==> src/rtl/pad_evt_pkg.sv <==
package pad_evt_pkg;

    typedef enum logic [1:0] {
        TRIG_LEVEL  = 2'd0,
        TRIG_SINGLE = 2'd1,
        TRIG_OFF    = 2'd2,
        TRIG_BOTH   = 2'd3
    } trig_mode_e;

    localparam int unsigned DEST_COUNT = 4;

endpackage

==> src/rtl/pad_sync.sv <==
module pad_sync #(
    parameter int unsigned STAGES = 2
) (
    input  logic clk,
    input  logic rst_n,
    input  logic async_i,
    output logic sync_o
);
    typedef struct packed {
        logic [STAGES-1:0] chain;
    } sync_state_t;

    sync_state_t state_d, state_q;

    always_comb begin
        state_d = state_q;
        if (STAGES > 1) begin
            state_d.chain = {state_q.chain[STAGES-2:0], async_i};
        end else begin
            state_d.chain[0] = async_i;
        end
    end

    always_ff @(posedge clk or negedge rst_n) begin
        if (!rst_n) state_q <= '0;
        else        state_q <= state_d;
    end

    assign sync_o = state_q.chain[STAGES-1];
endmodule

==> src/rtl/pad_debounce.sv <==
module pad_debounce #(
    parameter int unsigned CODE_W   = 4,
    parameter int unsigned MIN_CODE = 3
) (
    input  logic              clk,
    input  logic              rst_n,
    input  logic              lvl_i,
    input  logic              tick_i,
    input  logic              en_i,
    input  logic [CODE_W-1:0] code_i,
    output logic              lvl_o
);
    localparam int unsigned CNT_W = (1 << CODE_W) - 1;

    typedef struct packed {
        logic              acc;
        logic [CNT_W-1:0]  cnt;
        logic              cfg_en;
        logic [CODE_W-1:0] cfg_code;
    } deb_state_t;

    deb_state_t state_d, state_q;
    logic       eff_en;
    logic [CNT_W:0] limit;

    always_comb begin
        eff_en  = en_i && (code_i >= CODE_W'(MIN_CODE));
        limit   = ({{CNT_W{1'b0}}, 1'b1} << code_i) - 1'b1;
        state_d = state_q;
        state_d.cfg_en   = eff_en;
        state_d.cfg_code = code_i;
        if (!eff_en) begin
            state_d.acc = lvl_i;
            state_d.cnt = '0;
        end else if (eff_en != state_q.cfg_en || code_i != state_q.cfg_code) begin
            state_d.cnt = '0;
        end else if (lvl_i == state_q.acc) begin
            state_d.cnt = '0;
        end else if (tick_i) begin
            if ({1'b0, state_q.cnt} == limit) begin
                state_d.acc = lvl_i;
                state_d.cnt = '0;
            end else begin
                state_d.cnt = state_q.cnt + 1'b1;
            end
        end
    end

    always_ff @(posedge clk or negedge rst_n) begin
        if (!rst_n) state_q <= '0;
        else        state_q <= state_d;
    end

    assign lvl_o = eff_en ? state_q.acc : lvl_i;

    // the accepted level only moves on a tick while filtering
    assert_hold_without_tick_R11: assert property (@(posedge clk) disable iff (!rst_n)
        (eff_en && !tick_i) |=> $stable(state_q.acc));

    // an exponent change while filtering restarts the count
    assert_restart_on_cfg_R12: assert property (@(posedge clk) disable iff (!rst_n)
        (eff_en && state_q.cfg_en && code_i != state_q.cfg_code) |=> (state_q.cnt == '0));
endmodule

==> src/rtl/pad_trigger.sv <==
module pad_trigger
    import pad_evt_pkg::*;
#(
    parameter int unsigned DESTS = DEST_COUNT
) (
    input  logic             clk,
    input  logic             rst_n,
    input  logic             lvl_i,
    input  logic             gate_i,
    input  trig_mode_e       mode_i,
    input  logic [DESTS-1:0] route_en_i,
    input  logic             clr_i,
    output logic             sts_o,
    output logic [DESTS-1:0] route_o
);
    typedef struct packed {
        logic             prev;
        logic             sts;
        logic [DESTS-1:0] route;
    } trig_state_t;

    trig_state_t state_d, state_q;
    logic rise, fall, evt;

    always_comb begin
        rise = lvl_i & ~state_q.prev;
        fall = ~lvl_i & state_q.prev;
        case (mode_i)
            TRIG_LEVEL:  evt = lvl_i;
            TRIG_SINGLE: evt = rise;
            TRIG_BOTH:   evt = rise | fall;
            default:     evt = 1'b0;
        endcase
        evt = evt & gate_i;

        state_d       = state_q;
        state_d.prev  = lvl_i;
        state_d.sts   = (state_q.sts & ~clr_i) | evt;
        for (int k = 0; k < int'(DESTS); k++) begin
            state_d.route[k] = evt & route_en_i[k];
        end
    end

    always_ff @(posedge clk or negedge rst_n) begin
        if (!rst_n) state_q <= '0;
        else        state_q <= state_d;
    end

    assign sts_o   = state_q.sts;
    assign route_o = state_q.route;

    // each destination pulses only when it was enabled
    for (genvar g = 0; g < int'(DESTS); g++) begin : g_dest_chk
        assert_dest_enabled_R8: assert property (@(posedge clk) disable iff (!rst_n)
            state_q.route[g] |-> $past(route_en_i[g]));
    end

    // trigger off keeps everything quiet
    assert_off_quiet_R6: assert property (@(posedge clk) disable iff (!rst_n)
        (mode_i == TRIG_OFF) |=> (state_q.route == '0 && !$rose(state_q.sts)));

    // status is sticky without a clear
    assert_sticky_status_R9: assert property (@(posedge clk) disable iff (!rst_n)
        (state_q.sts && !clr_i) |=> state_q.sts);

    // receive disabled blocks every event
    assert_gate_blocks_R10: assert property (@(posedge clk) disable iff (!rst_n)
        !gate_i |=> (!$rose(state_q.sts) && state_q.route == '0));

    // single-edge requests last one cycle
    assert_single_pulse_R14: assert property (@(posedge clk) disable iff (!rst_n)
        (mode_i == TRIG_SINGLE && state_q.route != '0) |=> (state_q.route == '0));
endmodule

==> src/rtl/pad_event_detect.sv <==
module pad_event_detect
    import pad_evt_pkg::*;
#(
    parameter int unsigned DESTS       = DEST_COUNT,
    parameter int unsigned CODE_W      = 4,
    parameter int unsigned SYNC_STAGES = 2
) (
    input  logic              clk,
    input  logic              rst_n,
    input  logic              pad_rx_i,
    input  logic              rtc_tick_i,
    input  logic              rx_disable_i,
    input  logic              rx_invert_i,
    input  logic [1:0]        trig_mode_i,
    input  logic [DESTS-1:0]  route_en_i,
    input  logic              deb_en_i,
    input  logic [CODE_W-1:0] deb_code_i,
    input  logic              status_clr_i,
    output logic              status_o,
    output logic [DESTS-1:0]  route_o
);
    logic pad_sync_lvl;
    logic cond_lvl;
    logic filt_lvl;

    pad_sync #(.STAGES(SYNC_STAGES)) u_sync (
        .clk     (clk),
        .rst_n   (rst_n),
        .async_i (pad_rx_i),
        .sync_o  (pad_sync_lvl)
    );

    assign cond_lvl = ~rx_disable_i & (pad_sync_lvl ^ rx_invert_i);

    pad_debounce #(.CODE_W(CODE_W), .MIN_CODE(3)) u_deb (
        .clk    (clk),
        .rst_n  (rst_n),
        .lvl_i  (cond_lvl),
        .tick_i (rtc_tick_i),
        .en_i   (deb_en_i),
        .code_i (deb_code_i),
        .lvl_o  (filt_lvl)
    );

    pad_trigger #(.DESTS(DESTS)) u_trig (
        .clk        (clk),
        .rst_n      (rst_n),
        .lvl_i      (filt_lvl),
        .gate_i     (~rx_disable_i),
        .mode_i     (trig_mode_e'(trig_mode_i)),
        .route_en_i (route_en_i),
        .clr_i      (status_clr_i),
        .sts_o      (status_o),
        .route_o    (route_o)
    );

    // outputs idle in the first cycle after reset
    assert_reset_idle_R1: assert property (@(posedge clk)
        $rose(rst_n) |-> (!status_o && route_o == '0));
endmodule

==> config.mk <==
export PLATFORM = sky130hd
export DESIGN_NAME = pad_event_detect
export DESIGN_NICKNAME = d
export VERILOG_FILES = /design/src/rtl/pad_evt_pkg.sv /design/src/rtl/pad_sync.sv /design/src/rtl/pad_debounce.sv /design/src/rtl/pad_trigger.sv /design/src/rtl/pad_event_detect.sv
export SDC_FILE = /design/constraint.sdc
export NUM_CORES = 1
export LEC_CHECK = 0
export BUFFER_PORTS_ARGS = -buffer_cell sky130_fd_sc_hd__buf_2
export CORE_UTILIZATION = 45
export DETAILED_ROUTE_END_ITERATION = 8
export GPL_TIMING_DRIVEN = 1
export PLACE_DENSITY = 0.63
export SLEW_MARGIN = 20
export SYNTH_ARGS = -nofsm -noshare
export SYNTH_HDL_FRONTEND = slang
export SYNTH_HIERARCHICAL = 1
export SYNTH_SLANG_ARGS = --single-unit
==> constraint.sdc <==
create_clock -name clk -period 6.7 [get_ports clk]
set_input_delay 1.34 -clock clk [delete_from_list [all_inputs] [get_ports clk]]
set_output_delay 1.34 -clock clk [all_outputs]
set_load 0.05 [all_outputs]
After elaboration in Yosys (flattened, before gate mapping)
Cells that the tools add are included.
{"block": "word_totals", "word_cells": 53, "register_bits": 29}
{"block": "op_classes", "eq_ne": 11, "n_lt_le_gt_ge": 1, "shifts": 1, "bitwise": 16, "n_reduce_logical": 4, "n_mux": 10, "addsub": 2}
{"op": "$mux W15", "n": 3}
{"op": "$mux W16", "n": 2}
{"op": "$eq A15 B16 Y1", "n": 1}
{"op": "$shl A1 B4 Y16 const A", "n": 1}
{"op": "$sub A16 B1 Y16 const B", "n": 1}
{"op": "$add A15 B1 Y15 const B", "n": 1}
{"op": "$and A1 B1 Y1", "n": 9}
{"op": "$ne A2 B2 Y1 const B", "n": 4}
{"op": "$ge A4 B2 Y1 const B", "n": 1}
{"op": "$mux W1", "n": 4}
{"op": "$ne A4 B4 Y1", "n": 1}
{"op": "$ne A4 B4 Y1 const B", "n": 1}
{"op": "$not A1 Y1", "n": 4}
{"op": "$reduce_and A4 Y1", "n": 1}
{"op": "$pmux W1 S3", "n": 1}
{"op": "$eq A2 B1 Y1 const B", "n": 1}
{"op": "$eq A2 B2 Y1 const B", "n": 1}
{"op": "$logic_not A2 Y1", "n": 1}
{"op": "$or A1 B1 Y1", "n": 2}
{"op": "$eq A1 B1 Y1", "n": 1}
{"op": "$logic_and A1 B1 Y1", "n": 1}
{"op": "$logic_or A1 B1 Y1", "n": 1}
{"op": "$ne A1 B1 Y1", "n": 1}
{"op": "$xor A1 B1 Y1", "n": 1}

Depth between registers and ports, before layout
Gate-level depths: netlist of the first run.
{"block": "logic_depth", "word_depth": 9, "depth_mapped": 14}

Hierarchy
Netlist of the first run, hierarchy kept.
{"module": "pad_debounce", "area_each_um2": 1721.7, "instances": 1, "cells_each": 205}
{"module": "pad_trigger", "area_each_um2": 329.1, "instances": 1, "cells_each": 29}
{"module": "pad_sync", "area_each_um2": 50.0, "instances": 1, "cells_each": 2}
{"module": "pad_event_detect", "area_each_um2": 16.3, "instances": 1, "cells_each": 3}

Worst setup path after synthesis of the first run
OpenSTA, ideal clock, no wires.
{"block": "synth_path", "kind": "input -> register", "start": "in deb_code_i[3]", "end": "reg u_deb/state_q[15] in the netlist's numbering", "path_stages": 13, "setup_slack_ns": 2.591, "arrival_ns": 3.973, "required_time_ns": 6.564, "path_cell_list": "buf_4 -> buf_4 -> clkbuf_1 -> nand3b_1 -> ha_1 -> buf_2 -> or4b_2 -> o21ai_0 -> xor2_1 -> a211o_1 -> nor4_4 -> buf_6 -> nor3_1"}
{"block": "synth_between", "elab_chain_len": 8, "elab_cells_between_ends": 14, "classes_between": "add/sub (1); order compare (1); eq/ne (4); shift (1); mux (5); reduce/logical (2)"}
{"item": "start: declaration", "line_no": "pad_event_detect.sv:17", "source": "input logic [CODE_W-1:0] deb_code_i,"}
{"item": "$shl A1 B4 Y16", "line_no": "pad_debounce.sv:28", "source": "limit = ({{CNT_W{1'b0}}, 1'b1} << code_i) - 1'b1;"}
{"item": "$sub A16 B1 Y16", "line_no": "pad_debounce.sv:28"}
{"item": "$eq A15 B16 Y1", "line_no": "pad_debounce.sv:40", "source": "if ({1'b0, state_q.cnt} == limit) begin"}
{"item": "$mux W15", "line_no": "pad_debounce.sv:40"}
{"item": "$mux W16", "line_no": "pad_debounce.sv:39", "source": "end else if (tick_i) begin"}
{"item": "$mux W15", "line_no": "pad_debounce.sv:37", "source": "end else if (lvl_i == state_q.acc) begin"}
{"item": "$mux W15", "line_no": "pad_debounce.sv:35", "source": "end else if (eff_en != state_q.cfg_en || code_i != state_q.cfg_code) begin"}
{"item": "$mux W16", "line_no": "pad_debounce.sv:32", "source": "if (!eff_en) begin"}
{"item": "end signal: assignment", "line_no": "pad_debounce.sv:51", "source": "else state_q <= state_d;"}
{"item": "end: declaration", "line_no": "pad_debounce.sv:22", "source": "deb_state_t state_d, state_q;"}
Several ways; a longest one is shown, not always the timed one. The select of a mux whose other input is x is not followed.
A chain may end at the register's enable or synchronous reset.

Final worst setup path of the first run
{"block": "layout_path", "start": "in deb_code_i[3]", "end": "reg u_deb/state_q[12] in the netlist's numbering"}
The elaborated chain is that of the path after synthesis.

==> results of run 1 <==
critical path: stages:
cell,delay (ns)
buf_2,0.25
or4_4,0.60
ha_1,0.46
nor3_1,0.39
o2111a_1,0.23
a211oi_1,0.05
or4_4,0.57
nor4_4,0.69
nor3_1,0.11
stage by stage:
stage | std cells | hold slack, ns | area, µm² | util (%)
finish | 294 | 0.353 | 2260 | 50.8
global route | 294 | 0.358 | 2260 | 50.8
CTS | 294 | 0.354 | 2260 | 50.8
detailed placement | 286 | 0.339 | 2140 | 48.2
global placement | 286 | 0.332 | 2140 | 48.2
floorplan | 239 | 0.331 | 2120 | -
how the worst max path moves through the flow:
stage	startpoint	to	slack, ns	cells after the start
floorplan	deb_code_i[3]	u_deb/state_q[15]	2.59	13
global placement	deb_code_i[3]	u_deb/state_q[19]	1.92	9
detailed placement	deb_code_i[3]	u_deb/state_q[10]	1.84	9
CTS	deb_code_i[3]	u_deb/state_q[10]	2.14	9
global route	deb_code_i[3]	u_deb/state_q[10]	1.81	9
finish	deb_code_i[3]	u_deb/state_q[12]	2.11	9
flip-flops by register name, indices dropped and copies added, names as in the netlist:
signal,cells
u_trig/state_q,1
u_deb/state_q,21
u_sync/state_q,2
u_trig/route_o,4
u_trig/sts_o,1
kinds of logic (layout without fill, tap and decap cells):
| group | after synthesis | after routing | share of synthesized area [%] |
|---|---|---|---|
| and+or+nand+nor | 96 | 96 | 27.5 |
| DFF | 29 | 29 | 34.3 |
| adders and majority gates | 3 | 3 | 1.77 |
| buffers and inverters | 38 | 41 | 9.10 |
| muxes | 2 | 2 | 1.18 |
| xor gates and xnor gates | 27 | 27 | 11.2 |
| AOI/OAI and AO/OA | 44 | 44 | 15.0 |
layer usage:
metal / up-vias / track usage (%) / part of all wire [%]
met1: 830 / 28.6 / 49
li1: 863 / - / -
met4: 0 / 4.67 / 0.64
met3: 4 / 3.99 / 5.6
met5: - / 0 / 0
met2: 41 / 28.6 / 45
cells in the final DEF, fill, tap and decap left out, drive strengths merged, types with 2 or more instances in the layout:
master	n
nand2	15
nor2	11
a21boi	3
nor3b	2
o2111ai	2
nor3	17
a21o	2
buf	22
nand3b	6
ha	3
a21oi	7
nor4	2
clkbuf	7
or3	3
dfrtp	29
and3	3
and2	2
o21ai	8
o211ai	3
inv	11
o22ai	4
xor2	16
nand2b	5
a31o	2
or4	3
xnor2	11
nand4	12
o41ai	2
nand3	8
nand4bb	2
area by class of cell:
type	instances	area [µm²]	area share (%)
clock inverters	1	30.0	1.33
well taps	52	65.1	2.88
clock buffers	7	86.3	3.82
repair buffers	22	110	4.88
flip-flops and latches	29	726	32.2
inverters	11	41.3	1.83
multi-input cells	172	1200	53.1
where the power goes:
part           leakage (nW)  internal, mW  switching, mW
combinational         0.470        0.0290         0.0501
sequential            0.383         0.182        0.00330
clock                0.0585         0.121         0.0631
total                 0.911         0.332          0.116
==> impl_metrics.env, run 1 <==
export IMPL_gp_congestion=0.838
export IMPL_clockBufferDepth=2
export IMPL_core_mm2=0.00444
export IMPL_grt_overflow_total=0
export IMPL_synthTopCellsByCount="dfrtp_1, nor3_1, xor2_1"
export IMPL_slew_violations=0
export IMPL_nFillCells=429
export IMPL_clkSinkCount=29
export IMPL_startpoint_type="input port"
export IMPL_avgRoutedWirePerCell_um=14.8
export IMPL_tns_ns=0
export IMPL_post_dp_hpwl_um=3040
export IMPL_area_growth_pct=6.62
export IMPL_die_h_um=70.6
export IMPL_drive_gt1_share_pct=16.5
export IMPL_syn_area_per_cell_um2=8.86
export IMPL_detailedRoute_firstIterationViolations=198
export IMPL_dieArea_mm2=0.00498
export IMPL_drc_errors=8
export IMPL_num_rows=24
export IMPL_worstReg2RegStart="u_deb/state_q[13]"
export IMPL_finalSetupViolCount=0
export IMPL_cts_setup_buffers=0
export IMPL_cts_tree="built"
export IMPL_dp_worst_setup_slack_ns=1.84
export IMPL_run_status="complete, but fails checks"
export IMPL_reg2reg_depth=6
export IMPL_cp_required_ns=6.83
export IMPL_n_antenna_cell=0
export IMPL_finalCritPeriodShare_pct=68.5
export IMPL_worst_slack_ns=2.11
export IMPL_rsz0062_at_grt="no"
export IMPL_leakage_nw=0.911
export IMPL_hold_class="flip-flop to flip-flop"
export IMPL_clk_latency_ns=0.28
export IMPL_power_density_mw_per_mm2=199
export IMPL_syn_area_mm2=0.00212
export IMPL_hp_start="u_sync/state_q[0]"
export IMPL_numCtsBuffers=5
export IMPL_end_kind="flip-flop"
export IMPL_cts_max_level=2
export IMPL_cp_arrival_ns=4.72
export IMPL_synthTopCellsByArea="dfrtp_1, xor2_1, xnor2_1"
export IMPL_antenna_found_initial=0
export IMPL_syn_nets=260
export IMPL_hold_violations=0
export IMPL_grt_pass1_vias=1583
export IMPL_violations="DRC"
export IMPL_root_buffer="clkbuf_8"
export IMPL_ios=23
export IMPL_finalPower_mw=0.449
export IMPL_grt_max_degree=32
export IMPL_synth_most_common_cell="dfrtp_1"
export IMPL_synth_top_cell_by_area="dfrtp_1"
export IMPL_ir_worst_vdd_mv=0.136
export IMPL_synthFlopType="dfrtp_1"
export IMPL_r2r_end="u_deb/state_q[12]"
export IMPL_async_reset_ff_share_pct=100
export IMPL_via_per_inst=5.91
export IMPL_synth_edf_count=0
export IMPL_routed_wl_um=4360
export IMPL_min_period_ns=4.59
export IMPL_path_clk_slew_ns=0.06
export IMPL_min_path_cells=0
export IMPL_r2r_slack_ns=4.11
export IMPL_grtUsageTotal_pct=19.2
export IMPL_syn_inst=239
export IMPL_cts_hold_buffers=0
export IMPL_detail_route_antenna_nets=0
export IMPL_ys_ff_latch=29
export IMPL_seq_area_frac_synth_pct=34.3
export IMPL_fp_dieW_um=70.6
export IMPL_yosysTopAreaCellShare_pct=34.3
export IMPL_synth_cell_types=57
export IMPL_yosysWarnings=6
export IMPL_fmax_mhz=218
export IMPL_skew_ns=0.00771
export IMPL_relSlewSlack_pct=52.2
export IMPL_path_class="input port to flip-flop"
export IMPL_nets=262
export IMPL_worst_slew_pin_slew_ns=0.712
export IMPL_start_util_pct=47.6
export IMPL_grt_pass1_wl_um=7560
export IMPL_min_to="u_sync/state_q[1]"
export IMPL_io_buffers=22
export IMPL_max_cap_viol_count=0
export IMPL_postCtsResizedCells=0
export IMPL_crit_fanout=31
export IMPL_dr_pass1_iters=7
export IMPL_vias=1738
No activity file was read; power rests on OpenSTA's default activity.
==> inputs of run 2 (changes only) <==
Clock period 6.7 ns to 4.8 ns, I/O delays scaled along.
==> impl_metrics.env, run 2 (synthesis gave the netlist of run 1 again) <==
export IMPL_run_status="complete, but fails checks"
export IMPL_violations="DRC"
export IMPL_worst_slew_pin_slew_ns=0.691
export IMPL_internal_power_mw=0.395
export IMPL_holdWs_ns=0.351
export IMPL_post_dp_hpwl_um=3040
export IMPL_postCtsResizedCells=0
export IMPL_cpPeakStageDelay_ns=0.54
export IMPL_cp_common_cell="or4_4"
export IMPL_min_period_ns=4.00
export IMPL_skew_ns=0.00301
export IMPL_nFillCells=432
export IMPL_area_growth_pct=5.91
export IMPL_end_kind="flip-flop"
export IMPL_num_rows=24
export IMPL_detail_route_antenna_nets=0
export IMPL_cts_max_level=2
export IMPL_final_common_cell="dfrtp_1"
export IMPL_switching_share_pct=29.9
export IMPL_most_common_layout_cells="dfrtp_1, buf_2, nor3_1"
export IMPL_detailedRoute_firstIterationViolations=145
export IMPL_ios=23
export IMPL_dr_pass1_iters=6
export IMPL_slew_violations=0
export IMPL_power_frac_comb_pct=19.7
export IMPL_numCtsBuffers=5
export IMPL_rsz0062_at_grt="no"
export IMPL_crit_fanout=23
export IMPL_fmax_mhz=250
export IMPL_max_cap_viol_count=0
export IMPL_power_density_mw_per_mm2=252
export IMPL_grt_max_degree=30
export IMPL_avgRoutedWirePerCell_um=14.6
export IMPL_crit_path_top_delay_cell="or4_4"
export IMPL_hold_class="flip-flop to flip-flop"
export IMPL_met3_usage_pct=4.27
export IMPL_nets=264
export IMPL_dp_worst_setup_slack_ns=0.521
export IMPL_path_clk_slew_ns=0.06
export IMPL_worstPathCellList="buf_2 -> or4_4 -> ha_1 -> xnor2_1 -> a221oi_1 -> nand4_1 -> or4_4 -> nor4_4 -> buf_4 -> nor3_1"
export IMPL_antenna_found_initial=0
export IMPL_top_register="u_deb/state_q"
export IMPL_io_buffers=22
export IMPL_switchingPower_mw=0.169
export IMPL_gp_congestion=0.786
export IMPL_grtUsageTotal_pct=19.3
export IMPL_clkSinkCount=29
export IMPL_grt_util_met1_pct=27.1
export IMPL_finalCritPeriodShare_pct=83.4
export IMPL_n_antenna_cell=0
export IMPL_top_usage_layer="met2"
export IMPL_cts_hold_buffers=0
export IMPL_dp_cells=288
export IMPL_clk_latency_ns=0.28
export IMPL_drc_errors=8
export IMPL_fp_dieW_um=70.6
export IMPL_cp_required_ns=4.94
export IMPL_grt_pass1_vias=1591
export IMPL_startpoint_type="input port"
export IMPL_ir_worst_vdd_mv=0.169
export IMPL_grt_pass1_wl_um=7560
export IMPL_layout_cells_non_filler=296
export IMPL_leakage_nw=0.907
export IMPL_cp_arrival_ns=4.14
export IMPL_finalSetupViolCount=0
export IMPL_via_per_inst=5.81
export IMPL_place_area_mm2=0.00216
export IMPL_core_mm2=0.00444
export IMPL_routed_wl_um=4320
export IMPL_vias=1719
export IMPL_start_util_pct=47.6
export IMPL_clkPwrFrac_pct=34.4
export IMPL_use_met2_pct=29.2
export IMPL_dieArea_mm2=0.00498
export IMPL_path_class="input port to flip-flop"
export IMPL_root_buffer="clkbuf_8"
export IMPL_relSlewSlack_pct=53.9
export IMPL_p_seq_share_pct=46.0
export IMPL_grt_overflow_total=0
export IMPL_cts_tree="built"
export IMPL_worst_slack_ns=0.799
export IMPL_drive_gt1_share_pct=17.6
export IMPL_cts_setup_buffers=0
export IMPL_die_h_um=70.6
export IMPL_tns_ns=0
export IMPL_fin_area_mm2=0.00224
export IMPL_hold_violations=0
export IMPL_largest_reg_flops=21
export IMPL_clockBufferDepth=2
[run 2: path summary, 6_finish.rpt]
check                             startpoint           endpoint  slack [ns]  cells past startpoint
max                            deb_code_i[1]  u_deb/state_q[11]        0.80                     10
min                        u_sync/state_q[0]  u_sync/state_q[1]        0.35                      0
max reg2reg                u_deb/state_q[13]  u_deb/state_q[11]        2.27                      7
min reg2reg                u_sync/state_q[0]  u_sync/state_q[1]        0.35                      0
max in group asynchronous              rst_n   u_deb/state_q[7]        3.68                      1
min in group asynchronous              rst_n       u_trig/sts_o        0.69                      1
[run 2: final cells by class]
cell class	instances	area, µm²	share of cell area, %
clock buffer	5	68.8	3.07
tap	52	65.1	2.90
clock inverter	3	17.5	0.781
timing repair buffer	24	125	5.58
multi-input combinational	172	1200	53.5
inverter	11	41.3	1.84
sequential	29	726	32.4
[run 2: through the flow]
| stage | util (%) | power, mW |
|---|---|---|
| 6_report | 50.5 | 0.564 |
| 5_1_grt | 50.5 | 0.591 |
| 4_1_cts | 50.5 | 0.569 |
| 3_5_place_dp | 48.5 | 0.375 |
| 3_3_place_gp | 48.5 | 0.373 |
| 2_1_floorplan | - | 0.350 |
[run 2: power by group through the flow]
stage,Clock [mW],Sequential (mW),Combinational [mW]
4_1_cts,0.199,0.259,0.112
3_5_place_dp,0,0.264,0.111
3_3_place_gp,0,0.263,0.109
6_report,0.194,0.259,0.111
2_1_floorplan,0,0.269,0.0813
5_1_grt,0.208,0.260,0.123
[run 2: layer usage]
metal  wire length (µm)  up-vias  part of all wire, %
met2               1860       37                   43
met1               2210      810                   51
li1                   -      864                    -
met5                  0        -                    0
met3                180        8                  4.2
met4                 66        0                  1.5
[run 2: critical path: cells and delay by family]
kind	cells	cell delay, ns
compound gates	1	0.31
simple gates	5	1.71
fa+ha+maj	1	0.46
buf+inv	2	0.47
xor+xnor	1	0.22
